### config.mk
export PLATFORM = sky130hd
export DESIGN_NAME = uart_txc_top
export DESIGN_NICKNAME = d
export VERILOG_FILES = /design/src/rtl/uart_txc_pkg.sv /design/src/rtl/txc_cts_mon.sv /design/src/rtl/txc_holding.sv /design/src/rtl/txc_shifter.sv /design/src/rtl/uart_txc_top.sv
export SDC_FILE = /design/constraint.sdc
export NUM_CORES = 1
export LEC_CHECK = 0
export ABC_AREA = 1
export BUFFER_PORTS_ARGS = -buffer_cell sky130_fd_sc_hd__buf_4
export CAP_MARGIN = 20
export CORE_MARGIN = 4
export CORE_UTILIZATION = 40
export DETAILED_ROUTE_END_ITERATION = 7
export GPL_ROUTABILITY_DRIVEN = 0
export GPL_TIMING_DRIVEN = 0
export MAX_ROUTING_LAYER = met4
export PLACE_DENSITY_LB_ADDON = 0.25
export SLEW_MARGIN = 10
export SYNTH_ARGS = -nofsm -noshare
export SYNTH_HDL_FRONTEND = slang
export SYNTH_SLANG_ARGS = --single-unit
### constraint.sdc
create_clock -name clk -period 2.2 [get_ports clk]
set_input_delay 0.33 -clock clk [delete_from_list [all_inputs] [get_ports clk]]
set_output_delay 0.33 -clock clk [all_outputs]
set_load 0.005 [all_outputs]
### src/rtl/uart_txc_pkg.sv
`timescale 1ns/1ps
package uart_txc_pkg;
  parameter int unsigned DEF_DATA_W      = 8;
  parameter int unsigned DEF_SYNC_STAGES = 2;

  // level of a handshake pin translated to "active"
  function automatic logic hs_active(input logic lvl, input logic pol);
    return pol ? lvl : ~lvl;
  endfunction
endpackage

### src/rtl/txc_cts_mon.sv
`timescale 1ns/1ps
module txc_cts_mon
  import uart_txc_pkg::*;
#(
  parameter int unsigned STAGES = DEF_SYNC_STAGES
) (
  input  logic clk,
  input  logic rst_n,
  input  logic cts_pin,
  input  logic hs_pol,
  input  logic clr_sticky,
  input  logic irq_en,
  output logic cts_act,
  output logic sticky,
  output logic req
);
  logic [STAGES-1:0] sync_q, sync_d;
  logic              sticky_d;

  for (genvar i = 0; i < STAGES; i++) begin : g_stage
    if (i == 0) begin : g_first
      assign sync_d[0] = cts_pin;
    end else begin : g_next
      assign sync_d[i] = sync_q[i-1];
    end
  end

  always_comb begin
    cts_act  = hs_active(sync_q[STAGES-1], hs_pol);
    sticky_d = cts_act | (sticky & ~clr_sticky);
  end

  always_ff @(posedge clk or negedge rst_n) begin
    if (!rst_n) begin
      sync_q <= '0;
      sticky <= 1'b0;
    end else begin
      sync_q <= sync_d;
      sticky <= sticky_d;
    end
  end

  assign req = sticky & irq_en;

  a_r7_sticky_holds: assert property (@(posedge clk) disable iff (!rst_n)
    (sticky && !clr_sticky) |=> sticky);
  a_r7_sets_on_active: assert property (@(posedge clk) disable iff (!rst_n)
    cts_act |=> sticky);
endmodule

### src/rtl/txc_holding.sv
`timescale 1ns/1ps
module txc_holding #(
  parameter int unsigned DATA_W = 8
) (
  input  logic              clk,
  input  logic              rst_n,
  input  logic              wr_en,
  input  logic [DATA_W-1:0] wr_data,
  input  logic              take,
  output logic              valid,
  output logic [DATA_W-1:0] data
);
  logic              valid_d;
  logic              data_en;

  always_comb begin
    valid_d = valid;
    data_en = 1'b0;
    if (take) begin
      valid_d = 1'b0;
    end else if (wr_en && !valid) begin
      valid_d = 1'b1;
      data_en = 1'b1;
    end
  end

  always_ff @(posedge clk or negedge rst_n) begin
    if (!rst_n) valid <= 1'b0;
    else        valid <= valid_d;
  end

  always_ff @(posedge clk or negedge rst_n) begin
    if (!rst_n)       data <= '0;
    else if (data_en) data <= wr_data;
  end

  a_r2_write_full_kept: assert property (@(posedge clk) disable iff (!rst_n)
    (valid && !take) |=> (valid && $stable(data)));
endmodule

### src/rtl/txc_shifter.sv
`timescale 1ns/1ps
module txc_shifter #(
  parameter int unsigned DATA_W = 8
) (
  input  logic              clk,
  input  logic              rst_n,
  input  logic              load,
  input  logic [DATA_W-1:0] load_data,
  input  logic              baud_tick,
  output logic              busy,
  output logic              tx
);
  localparam int unsigned FRAME_W = DATA_W + 2;
  localparam int unsigned CNT_W   = $clog2(FRAME_W);
  localparam logic [CNT_W-1:0] LAST = CNT_W'(FRAME_W - 1);

  logic [FRAME_W-1:0] sh_q, sh_d;
  logic [CNT_W-1:0]   cnt_q, cnt_d;
  logic               busy_d;

  always_comb begin
    sh_d   = sh_q;
    cnt_d  = cnt_q;
    busy_d = busy;
    if (busy && baud_tick) begin
      if (cnt_q == LAST) begin
        busy_d = 1'b0;
      end else begin
        cnt_d = cnt_q + 1'b1;
        sh_d  = {1'b1, sh_q[FRAME_W-1:1]};
      end
    end else if (!busy && load) begin
      busy_d = 1'b1;
      cnt_d  = '0;
      sh_d   = {1'b1, load_data, 1'b0};
    end
  end

  always_ff @(posedge clk or negedge rst_n) begin
    if (!rst_n) begin
      sh_q  <= '1;
      cnt_q <= '0;
      busy  <= 1'b0;
    end else begin
      sh_q  <= sh_d;
      cnt_q <= cnt_d;
      busy  <= busy_d;
    end
  end

  assign tx = busy ? sh_q[0] : 1'b1;

  a_r1_start_low: assert property (@(posedge clk) disable iff (!rst_n)
    $rose(busy) |-> !tx);
  a_r1_stop_high: assert property (@(posedge clk) disable iff (!rst_n)
    (busy && cnt_q == LAST) |-> tx);
  a_r1_bit_held: assert property (@(posedge clk) disable iff (!rst_n)
    (busy && !baud_tick) |=> (busy && $stable(tx)));
endmodule

### src/rtl/uart_txc_top.sv
`timescale 1ns/1ps
module uart_txc_top
  import uart_txc_pkg::*;
#(
  parameter int unsigned DATA_W      = DEF_DATA_W,
  parameter int unsigned SYNC_STAGES = DEF_SYNC_STAGES
) (
  input  logic              clk,
  input  logic              rst_n,
  input  logic              wr_en,
  input  logic [DATA_W-1:0] wr_data,
  input  logic              baud_tick,
  input  logic              cts_pin,
  input  logic              auto_cts_en,
  input  logic              hs_pol,
  input  logic              tx_pause,
  input  logic              fin_irq_en,
  input  logic              modem_irq_en,
  input  logic              clr_fin,
  input  logic              clr_cts_sticky,
  output logic              tx_out,
  output logic              hold_empty,
  output logic              tx_empty,
  output logic              fin_flag,
  output logic              cts_stat,
  output logic              cts_sticky,
  output logic              fin_req,
  output logic              modem_req
);
  logic [1:0]        rst_sync_q;
  logic              rst_s;
  logic              hold_valid;
  logic [DATA_W-1:0] hold_data;
  logic              busy;
  logic              may_go;
  logic              take;
  logic              empty_prev;
  logic              fin_d;

  // asynchronous assert, synchronous release
  always_ff @(posedge clk or negedge rst_n) begin
    if (!rst_n) rst_sync_q <= 2'b00;
    else        rst_sync_q <= {rst_sync_q[0], 1'b1};
  end
  assign rst_s = rst_sync_q[1];

  txc_cts_mon #(.STAGES(SYNC_STAGES)) u_cts (
    .clk        (clk),
    .rst_n      (rst_s),
    .cts_pin    (cts_pin),
    .hs_pol     (hs_pol),
    .clr_sticky (clr_cts_sticky),
    .irq_en     (modem_irq_en),
    .cts_act    (cts_stat),
    .sticky     (cts_sticky),
    .req        (modem_req)
  );

  always_comb begin
    may_go = !tx_pause && (!auto_cts_en || cts_stat);
    take   = hold_valid && !busy && may_go;
  end

  txc_holding #(.DATA_W(DATA_W)) u_hold (
    .clk     (clk),
    .rst_n   (rst_s),
    .wr_en   (wr_en),
    .wr_data (wr_data),
    .take    (take),
    .valid   (hold_valid),
    .data    (hold_data)
  );

  txc_shifter #(.DATA_W(DATA_W)) u_shift (
    .clk       (clk),
    .rst_n     (rst_s),
    .load      (take),
    .load_data (hold_data),
    .baud_tick (baud_tick),
    .busy      (busy),
    .tx        (tx_out)
  );

  assign hold_empty = !hold_valid;
  assign tx_empty   = !hold_valid && !busy;

  // sticky finished flag: rising edge of tx_empty wins over a clear
  always_comb begin
    fin_d = (tx_empty && !empty_prev) | (fin_flag & ~clr_fin);
  end

  always_ff @(posedge clk or negedge rst_s) begin
    if (!rst_s) begin
      empty_prev <= 1'b1;
      fin_flag   <= 1'b0;
    end else begin
      empty_prev <= tx_empty;
      fin_flag   <= fin_d;
    end
  end

  assign fin_req = fin_flag & fin_irq_en;

  a_r3_cts_blocks: assert property (@(posedge clk) disable iff (!rst_s)
    (!hold_empty && auto_cts_en && !cts_stat) |=> !hold_empty);
  a_r4_pause_blocks: assert property (@(posedge clk) disable iff (!rst_s)
    (!hold_empty && tx_pause) |=> !hold_empty);
  a_r8_empty_implies_hold: assert property (@(posedge clk) disable iff (!rst_s)
    tx_empty |-> hold_empty);
  a_r9_fin_sticky: assert property (@(posedge clk) disable iff (!rst_s)
    (fin_flag && !clr_fin) |=> fin_flag);
  a_r9_fin_sets: assert property (@(posedge clk) disable iff (!rst_s)
    $rose(tx_empty) |=> fin_flag);
endmodule

Yosys cells after proc, flatten, opt, wreduce, memory -nomap -nowiden --
Index checks and enable logic that the tools add are counted.
Word-level totals: register bits 31
Operators by class: equality and inequality tests 3, reduce and logical (&&, ||, !) cells 18, bitwise operators 9, add/sub/neg operators 1, multiplexer cells 15
Operator list (number):
- 2-to-1 mux 10 bit | 3
- 2-to-1 mux 4 bit | 3
- 2-to-1 mux 1 bit | 9
- logical AND 1 bit | 8
- zero test 1 bit | 5
- adder 4 x 1 -> 4 bit (second input constant) | 1
- bitwise AND 1 bit | 4
- == test 4 bit (second input constant) | 1
- != test 2 bit (second input constant) | 2
- AND reduction 2 bit | 2
- nonzero test 2 bit | 2
- NOT 1 bit | 3
- bitwise OR 1 bit | 2
- logical OR 1 bit | 1

Logic depth before layout (Yosys ltp) --
Gate-level depths: netlist of run 1.
depth in word-level cells 8, mapped depth 7

By module --
Synthesis of run 1 repeated with hierarchy kept, for this count alone.
Unflattened totals: cell total of the unflattened synthesis 171, area total of the unflattened synthesis 1463.9 um^2
Modules (own cells, without submodules):
- txc_shifter | instances 1, cells an instance 100, area each 817.0 um^2, seq. area each 361.6 um^2
- txc_holding | instances 1, cells an instance 38, area each 360.3 um^2, seq. area each 225.2 um^2
- uart_txc_top | instances 1, cells an instance 20, area each 165.2 um^2, seq. area each 101.3 um^2
- txc_cts_mon | instances 1, cells an instance 13, area each 121.4 um^2, seq. area each 75.1 um^2

Worst setup path after synthesis of run 1 --
Ideal clock, no wire load.
path kind reg2reg, start point register u_shift.cnt_q[0], end point register u_shift.cnt_q[2], required time 2.083 ns, stages on the path, launching flop included 7, period minus slack after synthesis 1.248 ns, path buffers 1, path slack 0.952 ns, data arrival time 1.131 ns, cells stage by stage dfrtp_1 ha_1 nand3_1 nand3_2 buf_2 nand3_1 nand2_1
On the way: cells in the longest elaborated chain, start to end 3
RTL lines:
- start, declared | line txc_shifter.sv:18 | logic [CNT_W-1:0] cnt_q, cnt_d;
- start signal, assigned | line txc_shifter.sv:46 | cnt_q <= cnt_d;
- adder 4 x 1 -> 4 bit or == test 4 bit (tied branches) | line txc_shifter.sv:29, txc_shifter.sv:26
- 2-to-1 mux 4 bit or != test 2 bit (tied branches)
- 2-to-1 mux 4 bit or AND reduction 2 bit (tied branches)
Parallel ways exist; a longest one is shown, timed or not. The select of a mux whose other input is x is not followed. A chain may end at the register's enable or synchronous reset.

Final worst setup path of run 1 --
start point register u_shift.busy, end point output port tx_out
On the way: cells in the longest elaborated chain, start to end 1
RTL lines:
- start, declared | line txc_shifter.sv:10 | output logic busy,
- start signal, assigned | line txc_shifter.sv:47 | busy <= busy_d;
- 2-to-1 mux 1 bit | line txc_shifter.sv:51 | assign tx = busy ? sh_q[0] : 1'b1;
- end, declared | line uart_txc_top.sv:21 | output logic tx_out,
No other way between the ends.

==> metrics.md, run 1 <==
| Metric | Value |
|---|---|
| Clock Skew | 0.0128 ns |
| Slew Viols, Final | 0 |
| PnR worst setup slack | 0.423 ns |
| Antenna violations before repair | 0 |
| GRT Resource Usage Total | 0.147 |
| Setup crit start kind | register |
| Slew HR | 0.603 |
| Port buffer count | 26 |
| Syn avg cell area | 9.75 um^2 |
| Sequential Power Share | 0.507 |
| Buffers and inverters on the worst path | 3 |
| Worst r2r path cells | 7 |
| Synth Area in Compound Gates | 0.0240 |
| Row count | 20 |
| Die area | 0.00438 mm^2 |
| I/O pin cnt | 28 |
| Cell Area, Placed | 0.00161 mm^2 |
| Part of the cycle the worst path needs | 0.808 |
| Routed vias/inst | 4.74 |
| Worst EP arrival | 1.45 ns |
| CP Capture Type | primary output |
| Crit-path max FO | 10 |
| Clock slew at reported path FFs | 0.10 ns |
| EDFF count, synth | 0 |
| First-pass GRT wire length | 4.60 mm |
| DRC viols | 0 |
| Reg-to-Reg Start | u_shift.cnt_q[1] |
| Comb power frac | 0.308 |
| WS Path Type | reg2out |
| NetSw | 609 uW |
| Post-synthesis mux area share | 0.0665 |
| Simple-gate share of the synthesized area | 0.260 |
| Max-Cap Viols | 0 |
| Die height | 66.2 um |
| Synth warn | 0 |
| TritonCTS buffer count | 5 |
| WP data required | 1.87 ns |
| Pwr Total | 1.86 mW |
| Via count | 1034 |
| Cell variety after synth | 24 |
| Final setup fails | 0 |
| Unrepaired setup endpoints after global routing | no |
| WL final | 2.59 mm |
| Max Clk Rate | 563 MHz |
| Delay-heaviest family, CP | flip-flops |
| Ant. Diodes | 0 |
| DRT antenna net count | 0 |
| Hold Violations, Final | 0 |
| Netlist Area Pre-Place | 0.00136 mm^2 |
| Clock power share | 0.185 |
| Final nets | 195 |
| Non-filler instance count after layout | 218 |
| Pwr Density | 1110 mW/mm^2 |
| Worst min path class | in2reg |
| Setup slack, reg-to-reg | 0.82 ns |
| Final setup TNS | 0 ns |
| Setup crit end | tx_out |
| Initial DRC count | 55 |
| Slew @ Worst Pin | 0.596 ns |
| Setup WS pre-CTS | 0.781 ns |
| Mapped Nets | 161 |
| Switching Fraction | 0.327 |
| Placed Cells | 209 |
| VDD IR max | 488 uV |
| CTS Buffer Depth | 2 |
| H-tree Lvls | 2 |
| Post-route cell area | 0.00168 mm^2 |
| CP dominant cell by count | buf_4 |
| Setup crit start | u_shift.busy |
| Synth Instances | 139 |
| Synth async-reset ratio | 1.00 |
| Synth Area in XOR/XNOR | 0.0129 |
| Fin crit period | 1.78 ns |
| Vias in the first global route | 1077 |
| Largest net degree at the start of global routing | 29 |
| Pleak | 0.868 nW |
| Largest family of logic cells by synthesized area | simple AND/OR/NAND/NOR gates |
| Synthesized-area fraction occupied by adder cells | 0.0185 |
| Sequential cell area fraction in the yosys report | 0.563 |
| CP Depth | 4 |
| Core area | 0.00315 mm^2 |
| DP HPWL | 1.93 mm |
| P_int | 1.25 mW |
| Most used DFF post-synth | dfrtp_1 |
| CTS tree | done |
| Initial Util | 0.430 |
| Post-synthesis sequential element count | 30 |
| Clock Latency Late Sink | 0.33 ns |
| Root Buffer | clkbuf_4 |
| WL per Instance | 11.9 um |
| Share of cells above drive strength 1 | 0.374 |
| # Post-CTS Setup Buffers | 0 |
| CP cell instances | buf_4, inv_2, or2_2, buf_4 |
| Area growth syn-to-layout | 23.7% |
| FF-to-FF End | u_shift.cnt_q[2] |
| Grt ovf | 0 |
| Clk sinks | 30 |
| Die width | 66.2 um |
| CP max stage delay | 0.45 ns |
| Pre-antenna DRT Iters | 4 |
| CP max stage cell | dfrtp_1 |
| Status | complete, no violations |
-- timing repair --
item / CTS / global route
hold endpoints to repair: 2 / 0
hold buffers: 1 / 0
resized for setup: 0 / 0
-- worst min path at each step --
stage | slack [ns] | cells after the start | endpoint | start
global route | 0.09 | 1 | u_cts.sync_q[0] | cts_pin
CTS | 0.1 | 1 | u_cts.sync_q[0] | cts_pin
global placement | 0.11 | 1 | rst_sync_q[1] | rst_n
floorplan | 0.03 | 0 | rst_sync_q[0] | rst_n
detailed placement | 0.11 | 1 | rst_sync_q[0] | rst_n
finish | 0.11 | 1 | u_cts.sync_q[0] | cts_pin
-- cells in the mapped netlist, types with 2 or more instances --
cell,number,area (um^2)
dfrtp_1,20,500
nor2_1,2,7.51
inv_2,2,7.51
or2_0,2,12.5
buf_2,2,10.0
ha_1,2,25.0
nand2_2,3,18.8
nand2_1,43,161
dfstp_2,10,263
inv_1,9,33.8
mux2_2,8,90.1
nand3_1,24,120
-- registers in the layout, indices dropped and copies added (netlist names) --
signal	cells
empty_prev	1
fin_flag	1
rst_sync_q	2
u_cts.sticky	1
u_cts.sync_q	2
u_hold.data	8
u_hold.valid	1
u_shift.busy	1
u_shift.cnt_q	4
u_shift.sh_q	9
-- cell families after synthesis --
kind of cell               after synthesis
AOI/OAI and AO/OA                        4
xor gates and xnor gates                 2
adders and majority gates                2
buffers and inverters                   15
DFF                                     30
muxes                                    8
other                                    1
and+or+nand+nor                         77
-- placed cells by master (no fill, tap or decap), types with 2 or more instances in the layout --
cell type	count
nand2_1	43
nand3_1	24
inv_1	9
or2_0	2
buf_2	2
buf_4	27
mux2_2	8
dfrtp_1	19
ha_1	2
dfstp_2	10
nand2_2	3
clkbuf_4	5
nor2_1	2
inv_2	2
-- per-layer routing --
metal	track usage	up-vias	share of wire	routed length (um)
met3	0.0408	8	0.069	179
met5	-	-	0	0
li1	-	516	-	-
met1	0.166	482	0.42	1080
met2	0.238	28	0.49	1260
met4	0.0761	0	0.025	66
-- worst reg2reg max path: cells and delay by family, from the launching register on --
family	cells	cell delay, ns
simple gates	4	0.42
flops	1	0.40
fa+ha+maj	1	0.17
buf+inv	2	0.29
-- power groups by stage --
stage | logic, mW | registers (mW) | clock network [mW]
3_3_place_gp | 0.562 | 0.947 | 0
4_1_cts | 0.584 | 0.948 | 0.358
2_1_floorplan | 0.438 | 0.919 | 0
3_5_place_dp | 0.581 | 0.959 | 0
6_report | 0.573 | 0.944 | 0.345
5_1_grt | 0.660 | 0.980 | 0.385
-- area by class of cell --
cell class	instances	area, um^2
buffer	4	28.8
clock buffer	7	55.1
clock inverter	1	5.00
fill	306	1480
inverter	11	41.3
multi-input combinational	94	522
sequential	30	764
tap	44	55.1
timing repair buffer	27	205
-- metrics by stage --
stage	hold slack (ns)	util
2_1_floorplan	0.0344	-
3_3_place_gp	0.112	0.509
3_5_place_dp	0.113	0.509
4_1_cts	0.0960	0.531
5_1_grt	0.0879	0.532
6_report	0.108	0.532
Power figures use the tool's default switching activity.
==> inputs of run 2 (changes only) <==
ABC_AREA = 0   (was 1)
clock period = 1.6 ns   (was 2.2 ns; I/O delays follow)
==> run 2 against run 1 <==
Combinational power up 68%. Cell area up 3.4%. Global-route usage down 1.8 points. Clock power up 32%. Sequential share of layout area down 1.6 points. Die area down 2.6%. Worst hold slack worse by 0.011 ns. Register-to-register slack worse by 0.80 ns. Critical endpoint is now u_shift.sh_q[5].
==> metrics.md, run 2 <==
| Metric | Value |
|---|---|
| Syn avg cell area | 13.8 um^2 |
| Via count | 831 |
| Final Util | 0.559 |
| Worst min path class | in2reg |
| Max Clk Rate | 634 MHz |
| Root Buffer | clkbuf_4 |
| Most frequent cell after synthesis | dfrtp_1 |
| Yosys top cell area share | 0.381 |
| Top Registers | u_shift.sh_q (9), u_hold.data (8), u_shift.cnt_q (4) |
| Port buffer count | 27 |
| Initial Util | 0.424 |
| CTS tree | done |
| CP Capture Type | register |
| Routed vias/inst | 4.59 |
| DRC viols | 0 |
| WS Path Type | reg2reg |
| Clock slew at reported path FFs | 0.09 ns |
| Cell Area, Placed | 0.00157 mm^2 |
| Share of cells above drive strength 1 | 0.555 |
| Slew Viols, Final | 0 |
| Post-route cell area | 0.00173 mm^2 |
| Cell variety after synth | 27 |
| Max FFs per register | 9 |
| Largest net degree at the start of global routing | 29 |
| Unrepaired setup endpoints after global routing | yes |
| Worst EP arrival | 1.82 ns |
| Post-synthesis sequential element count | 30 |
| Met1 Use GR | 0.130 |
| Die area | 0.00427 mm^2 |
| GRT Resource Usage Total | 0.129 |
| Crit-path max FO | 8 |
| Area of the multi-input gates | 533 um^2 |
| Clock Latency Late Sink | 0.32 ns |
| VDD IR max | 711 uV |
| Largest area contributor in the netlist | dfrtp_1 |
| Vias in the first global route | 899 |
| Die height | 65.3 um |
| GR peak layer | met2 |
| Grt ovf | 0 |
| Hold depth | 2 |
| WL final | 2.31 mm |
| Slew HR | 0.662 |
| DP HPWL | 1.62 mm |
| Commonest non-fill, non-tap cell in the layout | buf_4 |
| Synth async-reset ratio | 1.00 |
| Worst r2r path cells | 4 |
| Pleak | 0.796 nW |
| Reg with most FFs | u_shift.sh_q |
| First-pass GRT wire length | 3.91 mm |
| EDFF count, synth | 0 |
| CP max stage cell | dfrtp_1 |
| WP data required | 1.84 ns |
| Met2 GRT Util | 0.224 |
| Most used DFF post-synth | dfrtp_1 |
| Antenna violations before repair | 0 |
| Area growth syn-to-layout | 31.9% |
| Clk sinks | 30 |
| Slew @ Worst Pin | 0.507 ns |
| Initial DRC count | 20 |
| TritonCTS buffer count | 5 |
| CP max stage delay | 0.40 ns |
| Fin crit period | 1.58 ns |
| DRT antenna net count | 0 |
| Setup crit start kind | register |
| CP cell instances | xor2_2, a2111oi_4, nand2b_4, mux2_4 |
| CTS Buffer Depth | 2 |
| Top cells by area, synth | dfrtp_1 (38%), dfstp_2 (20%), mux2_2 (12%) |
| Met3 GRT Util | 0.0376 |
| Status | complete, no violations |
| Most frequent cells in the layout | buf_4 (32), dfrtp_1 (20), mux2_2 (14) |
| Synth cell count leaders | dfrtp_1 (20), mux2_2 (14), dfstp_2 (10), inv_1 (7), mux2_4 (6) |
| Clock Skew | 0.00960 ns |
| WL per Instance | 12.8 um |
| Max-Cap Viols | 0 |
| Synth Instances | 95 |
| Synth warn | 0 |
| Hold Violations, Final | 0 |
| Core area | 0.00310 mm^2 |
| Die width | 65.3 um |
| Pre-antenna DRT Iters | 3 |
| Pwr Density | 1570 mW/mm^2 |
| Sequential cell area fraction in the yosys report | 0.580 |
| Final nets | 158 |
| Ant. Diodes | 0 |
| Mapped Nets | 117 |
| Part of the cycle the worst path needs | 0.986 |
| Row count | 20 |
| H-tree Lvls | 2 |
| Filler cell count | 290 |
| Final setup fails | 0 |
| Flip-flop and latch area | 763 um^2 |
| Netlist Area Pre-Place | 0.00132 mm^2 |
| I/O pin cnt | 28 |
run 2: cell count changes in the layout (fill, tap and decap cells not counted), moves of 4 or more:
cell     before  now
nand2_1      43    4
mux2i_1       0    4
mux2_2        8   14
mux2_4        0    6
buf_4        27   32
nand3_1      24    1
run 2: worst max-delay path, delay by kind of cell (launching register included):
kind / cells / cell delay, ns
and+or+nand+nor: 1 / 0.28
AOI/OAI and AO/OA: 1 / 0.34
muxes: 1 / 0.31
xor gates and xnor gates: 1 / 0.17
DFF: 1 / 0.40
run 2: final timing paths:
path / startpoint / to / slack, ns
max in group asynchronous: rst_sync_q[1] / u_shift.sh_q[5] / 0.94
max: u_cts.sync_q[1] / u_shift.sh_q[5] / 0.02
min in group asynchronous: rst_sync_q[1] / u_cts.sync_q[1] / 0.15
min reg2reg: rst_sync_q[1] / u_cts.sync_q[1] / 0.15
min: clr_fin / fin_flag / 0.1
max reg2reg: u_cts.sync_q[1] / u_shift.sh_q[5] / 0.02
run 2: timing repair:
action / CTS / global route
hold endpoints to repair: 2 / 1
gates resized for setup: 3 / 1
setup buffers: 3 / 2
endpoints found under the setup margin: 9 / 8
hold buffers: 1 / 1
pin swaps: 1 / 2
run 2: final cells by class:
cell class | count | share of cell area
tap | 44 | 0.0317
multi-input combinational | 55 | 0.307
buffer | 2 | 0.00505
inverter | 7 | 0.0152
clock buffer | 7 | 0.0317
sequential | 30 | 0.440
clock inverter | 1 | 0.00289
timing repair buffer | 35 | 0.166
run 2: logic make-up (layout without fill, tap and decap cells):
group           count (synthesis)  after routing  share of synthesized area
other cells                     1              1                    0.00285
flops                          30             30                      0.580
simple gates                   18             18                     0.0714
fa+ha+maj                       2              2                     0.0190
compound gates                  7              7                     0.0523
buf+inv                        10             52                     0.0352
mux                            24             24                      0.219
xor+xnor                        3              3                     0.0200
run 2: routing by layer:
layer | part of all wire | wire, um | vias up
met2 | 0.53 | 1230 | 14
met3 | 0.032 | 74 | 8
met1 | 0.41 | 960 | 405
met5 | 0 | 0 | -
met4 | 0.023 | 53 | 0
li1 | - | - | 404
run 2: per-stage QoR:
stage / worst slack, ns / setup TNS (ns) / power, mW / hold slack, ns / cells
2_1_floorplan: -0.0643 / -0.386 / 1.99 / -0.0556 / 95
3_3_place_gp: -0.246 / -1.75 / 2.20 / 0.0226 / 166
3_5_place_dp: -0.253 / -1.85 / 2.25 / 0.0227 / 166
4_1_cts: -0.0602 / -0.323 / 2.74 / 0.00762 / 177
5_1_grt: -0.0515 / -0.204 / 2.94 / 0.0717 / 181
6_report: 0.0221 / 0 / 2.73 / 0.0971 / 181
run 2: report_power, final:
| group | leakage (nW) | internal [mW] | switching [mW] |
|---|---|---|---|
| Combinational | 0.420 | 0.604 | 0.356 |
| Sequential | 0.340 | 1.13 | 0.179 |
| Clock | 0.0353 | 0.213 | 0.244 |
==> inputs of run 3 (changes only) <==
SYNTH_HIERARCHICAL = 1   (was unset)
==> run 3 against run 2 <==
The run now ends with negative setup slack left. Cell count grew 3.3%. Clock power shrank 0.9%. Critical path type unchanged. Sequential power is essentially flat. Die area grew 1.8%. Global-route usage grew 0.27 points. Non-clock buffer count grew 3. Largest cell class unchanged. Largest power group unchanged. Cell area grew 4.8%.
==> metrics.md, run 3 <==
| Metric | Value |
|---|---|
| Netlist Area Pre-Place | 0.00134 mm^2 |
| Crit-path max FO | 7 |
| Most used DFF post-synth | dfrtp_1 |
| Cell variety after synth | 28 |
| Clock slew at reported path FFs | 0.09 ns |
| Routed wl met2 | 1.18 mm |
| Clock Latency Late Sink | 0.32 ns |
| Delay-heaviest family, CP | compound AO/OA/AOI/OAI gates |
| DP HPWL | 1.73 mm |
| Placed Cells | 168 |
| Synth warn | 6 |
| Row count | 20 |
| Area growth syn-to-layout | 35.4% |
| Routed vias/inst | 4.70 |
| Post-synthesis sequential element count | 30 |
| DR top layer | met4 |
| CP max stage delay | 0.40 ns |
| Slew Viols, Final | 0 |
| Setup crit start kind | register |
| Fin crit period | 1.77 ns |
| Port buffer count | 27 |
| Max Clk Rate | 564 MHz |
| Via count | 879 |
| Syn avg cell area | 13.8 um^2 |
| Sequential cell area fraction in the yosys report | 0.569 |
| Final nets | 164 |
| CP Capture Type | register |
| Grt ovf | 0 |
| Largest area contributor in the netlist | dfrtp_1 |
| Setup crit start | u_cts/sync_q[1] |
| CP cell instances | xnor2_2, inv_2, a2111oi_4, nand2b_2, o21ai_4, buf_6, mux2_4 |
| Slew @ Worst Pin | 0.507 ns |
| Ant. Diodes | 0 |
| Die area | 0.00434 mm^2 |
| Synth Instances | 97 |
| DR WL met3 | 197 um |
| Most frequent cells in the layout | buf_4 (32), dfrtp_1 (20), mux2_2 (15) |
| Yosys top cell area share | 0.373 |
| WL per Instance | 13.2 um |
| Top Registers | u_shift/sh_q (9), u_hold/data (8), u_shift/cnt_q (4) |
| GRT Resource Usage Total | 0.132 |
| Synth async-reset ratio | 1.00 |
| Max FFs per register | 9 |
| TritonCTS buffer count | 5 |
| Root Buffer | clkbuf_4 |
| DRC viols | 0 |
| WP data required | 1.86 ns |
| VDD IR max | 697 uV |
| Initial DRC count | 22 |
| First-pass GRT wire length | 4.02 mm |
| Worst min path class | in2reg |
| Vias in the first global route | 900 |
| H-tree Lvls | 2 |
| Part of the cycle the worst path needs | 1.11 |
| Synth cell count leaders | dfrtp_1 (20), mux2_2 (15), dfstp_2 (10), inv_1 (8) |
| Mapped Nets | 119 |
| Max-Cap Viols | 0 |
| Initial Util | 0.429 |
| Die width | 65.9 um |
| Clk sinks | 30 |
| Status | finished, violations left |
| WL met1 | 1.05 mm |
| Slew HR | 0.662 |
| Pre-antenna DRT Iters | 4 |
| Pleak | 0.855 nW |
| Worst EP arrival | 2.03 ns |
| Non-filler instance count after layout | 187 |
| Most frequent cell after synthesis | dfrtp_1 |
| Largest net degree at the start of global routing | 29 |
| Filler cell count | 276 |
| Antenna violations before repair | 0 |
| Clock Skew | 0.00601 ns |
| Final setup fails | 19 |
| Share of cells above drive strength 1 | 0.608 |
| Die height | 65.9 um |
| Final Util | 0.581 |
| CTS tree | done |
| Hold Path Origin | clr_fin |
| DRT antenna net count | 0 |
| Unrepaired setup endpoints after global routing | yes |
| EDFF count, synth | 0 |
| Reg with most FFs | u_shift/sh_q |
| PnR worst setup slack | -0.172 ns |
| Worst hold slack | 0.0889 ns |
| Hold Violations, Final | 0 |
| Reg-to-Reg Start | u_cts/sync_q[1] |
| I/O pin cnt | 28 |
| Failing checks | negative setup slack |
| Pwr Density | 1570 mW/mm^2 |
| Core area | 0.00313 mm^2 |
| WS Path Type | reg2reg |
| CTS Buffer Depth | 2 |
| Buffers and inverters on the worst path | 2 |
| CP max stage cell | dfrtp_1 |
| Commonest non-fill, non-tap cell in the layout | buf_4 |
| WL final | 2.47 mm |
| Top cells by area, synth | dfrtp_1 (37%), dfstp_2 (20%), mux2_2 (13%) |
run 3: kinds of logic (layout without fill, tap and decap cells):
group                      Yosys count  count (layout)  share of synthesized area
AOI/OAI and AO/OA                   10              10                     0.0569
xor gates and xnor gates             2               2                     0.0131
other                                1               1                    0.00280
buffers and inverters               11              57                     0.0420
DFF                                 30              30                      0.569
and+or+nand+nor                     16              16                     0.0784
adders and majority gates            2               2                     0.0187
muxes                               25              25                      0.219
run 3: worst paths after layout:
kind	to	slack (ns)	cells past startpoint
setup / recovery	u_shift/sh_q[4]	-0.17	7
hold / removal	fin_flag	0.09	2
setup reg to reg	u_shift/sh_q[4]	-0.17	7
hold reg to reg	u_shift/cnt_q[0]	0.21	0
max in group asynchronous	u_shift/sh_q[5]	0.85	1
min in group asynchronous	u_shift/cnt_q[0]	0.21	0
run 3: metal layers:
layer | vias to the layer above | GRT usage
li1 | 423 | -
met1 | 420 | 0.149
met2 | 29 | 0.200
met3 | 7 | 0.0561
met4 | 0 | 0.0622
met5 | - | -
run 3: metrics by stage:
step / setup TNS (ns) / power [mW] / setup WS [ns] / instance area [um^2]
3_5_place_dp: -4.40 / 2.32 / -0.389 / 1620
4_1_cts: -4.20 / 2.82 / -0.254 / 1720
2_1_floorplan: -1.70 / 2.05 / -0.235 / 1360
6_report: -2.60 / 2.85 / -0.172 / 1820
3_3_place_gp: -3.66 / 2.26 / -0.343 / 1620
5_1_grt: -4.93 / 3.06 / -0.286 / 1820
run 3: layout make-up:
type / count / area [um^2] / share of cell area
plain buffers: 2 / 22.5 / 0.0124
multi-input cells: 56 / 561 / 0.309
repair buffers: 38 / 322 / 0.177
inverters: 9 / 33.8 / 0.0186
clock inverters: 1 / 5.00 / 0.00275
well taps: 44 / 55.1 / 0.0303
flip-flops and latches: 30 / 763 / 0.420
clock buffers: 7 / 55.1 / 0.0303
run 3: what timing repair did:
action | CTS | global route
setup buffers | 4 | 4
hold endpoints to repair | 2 | 1
endpoints found under the setup margin | 19 | 22
hold buffers | 1 | 1
resized for setup | 0 | 8
pin swaps | 2 | 3
run 3: report_power, final:
part / internal, mW / total, mW / leakage [nW] / switching, mW
Combinational: 0.670 / 1.07 / 0.479 / 0.404
Clock: 0.212 / 0.453 / 0.0353 / 0.241
Sequential: 1.13 / 1.32 / 0.341 / 0.194
run 3: worst register-to-register path: stages, from the launching register on:
cell       delay, ns
dfrtp_1         0.40
xnor2_2         0.19
inv_2           0.06
a2111oi_4       0.35
nand2b_2        0.13
o21ai_4         0.09
buf_6           0.17
mux2_4          0.31
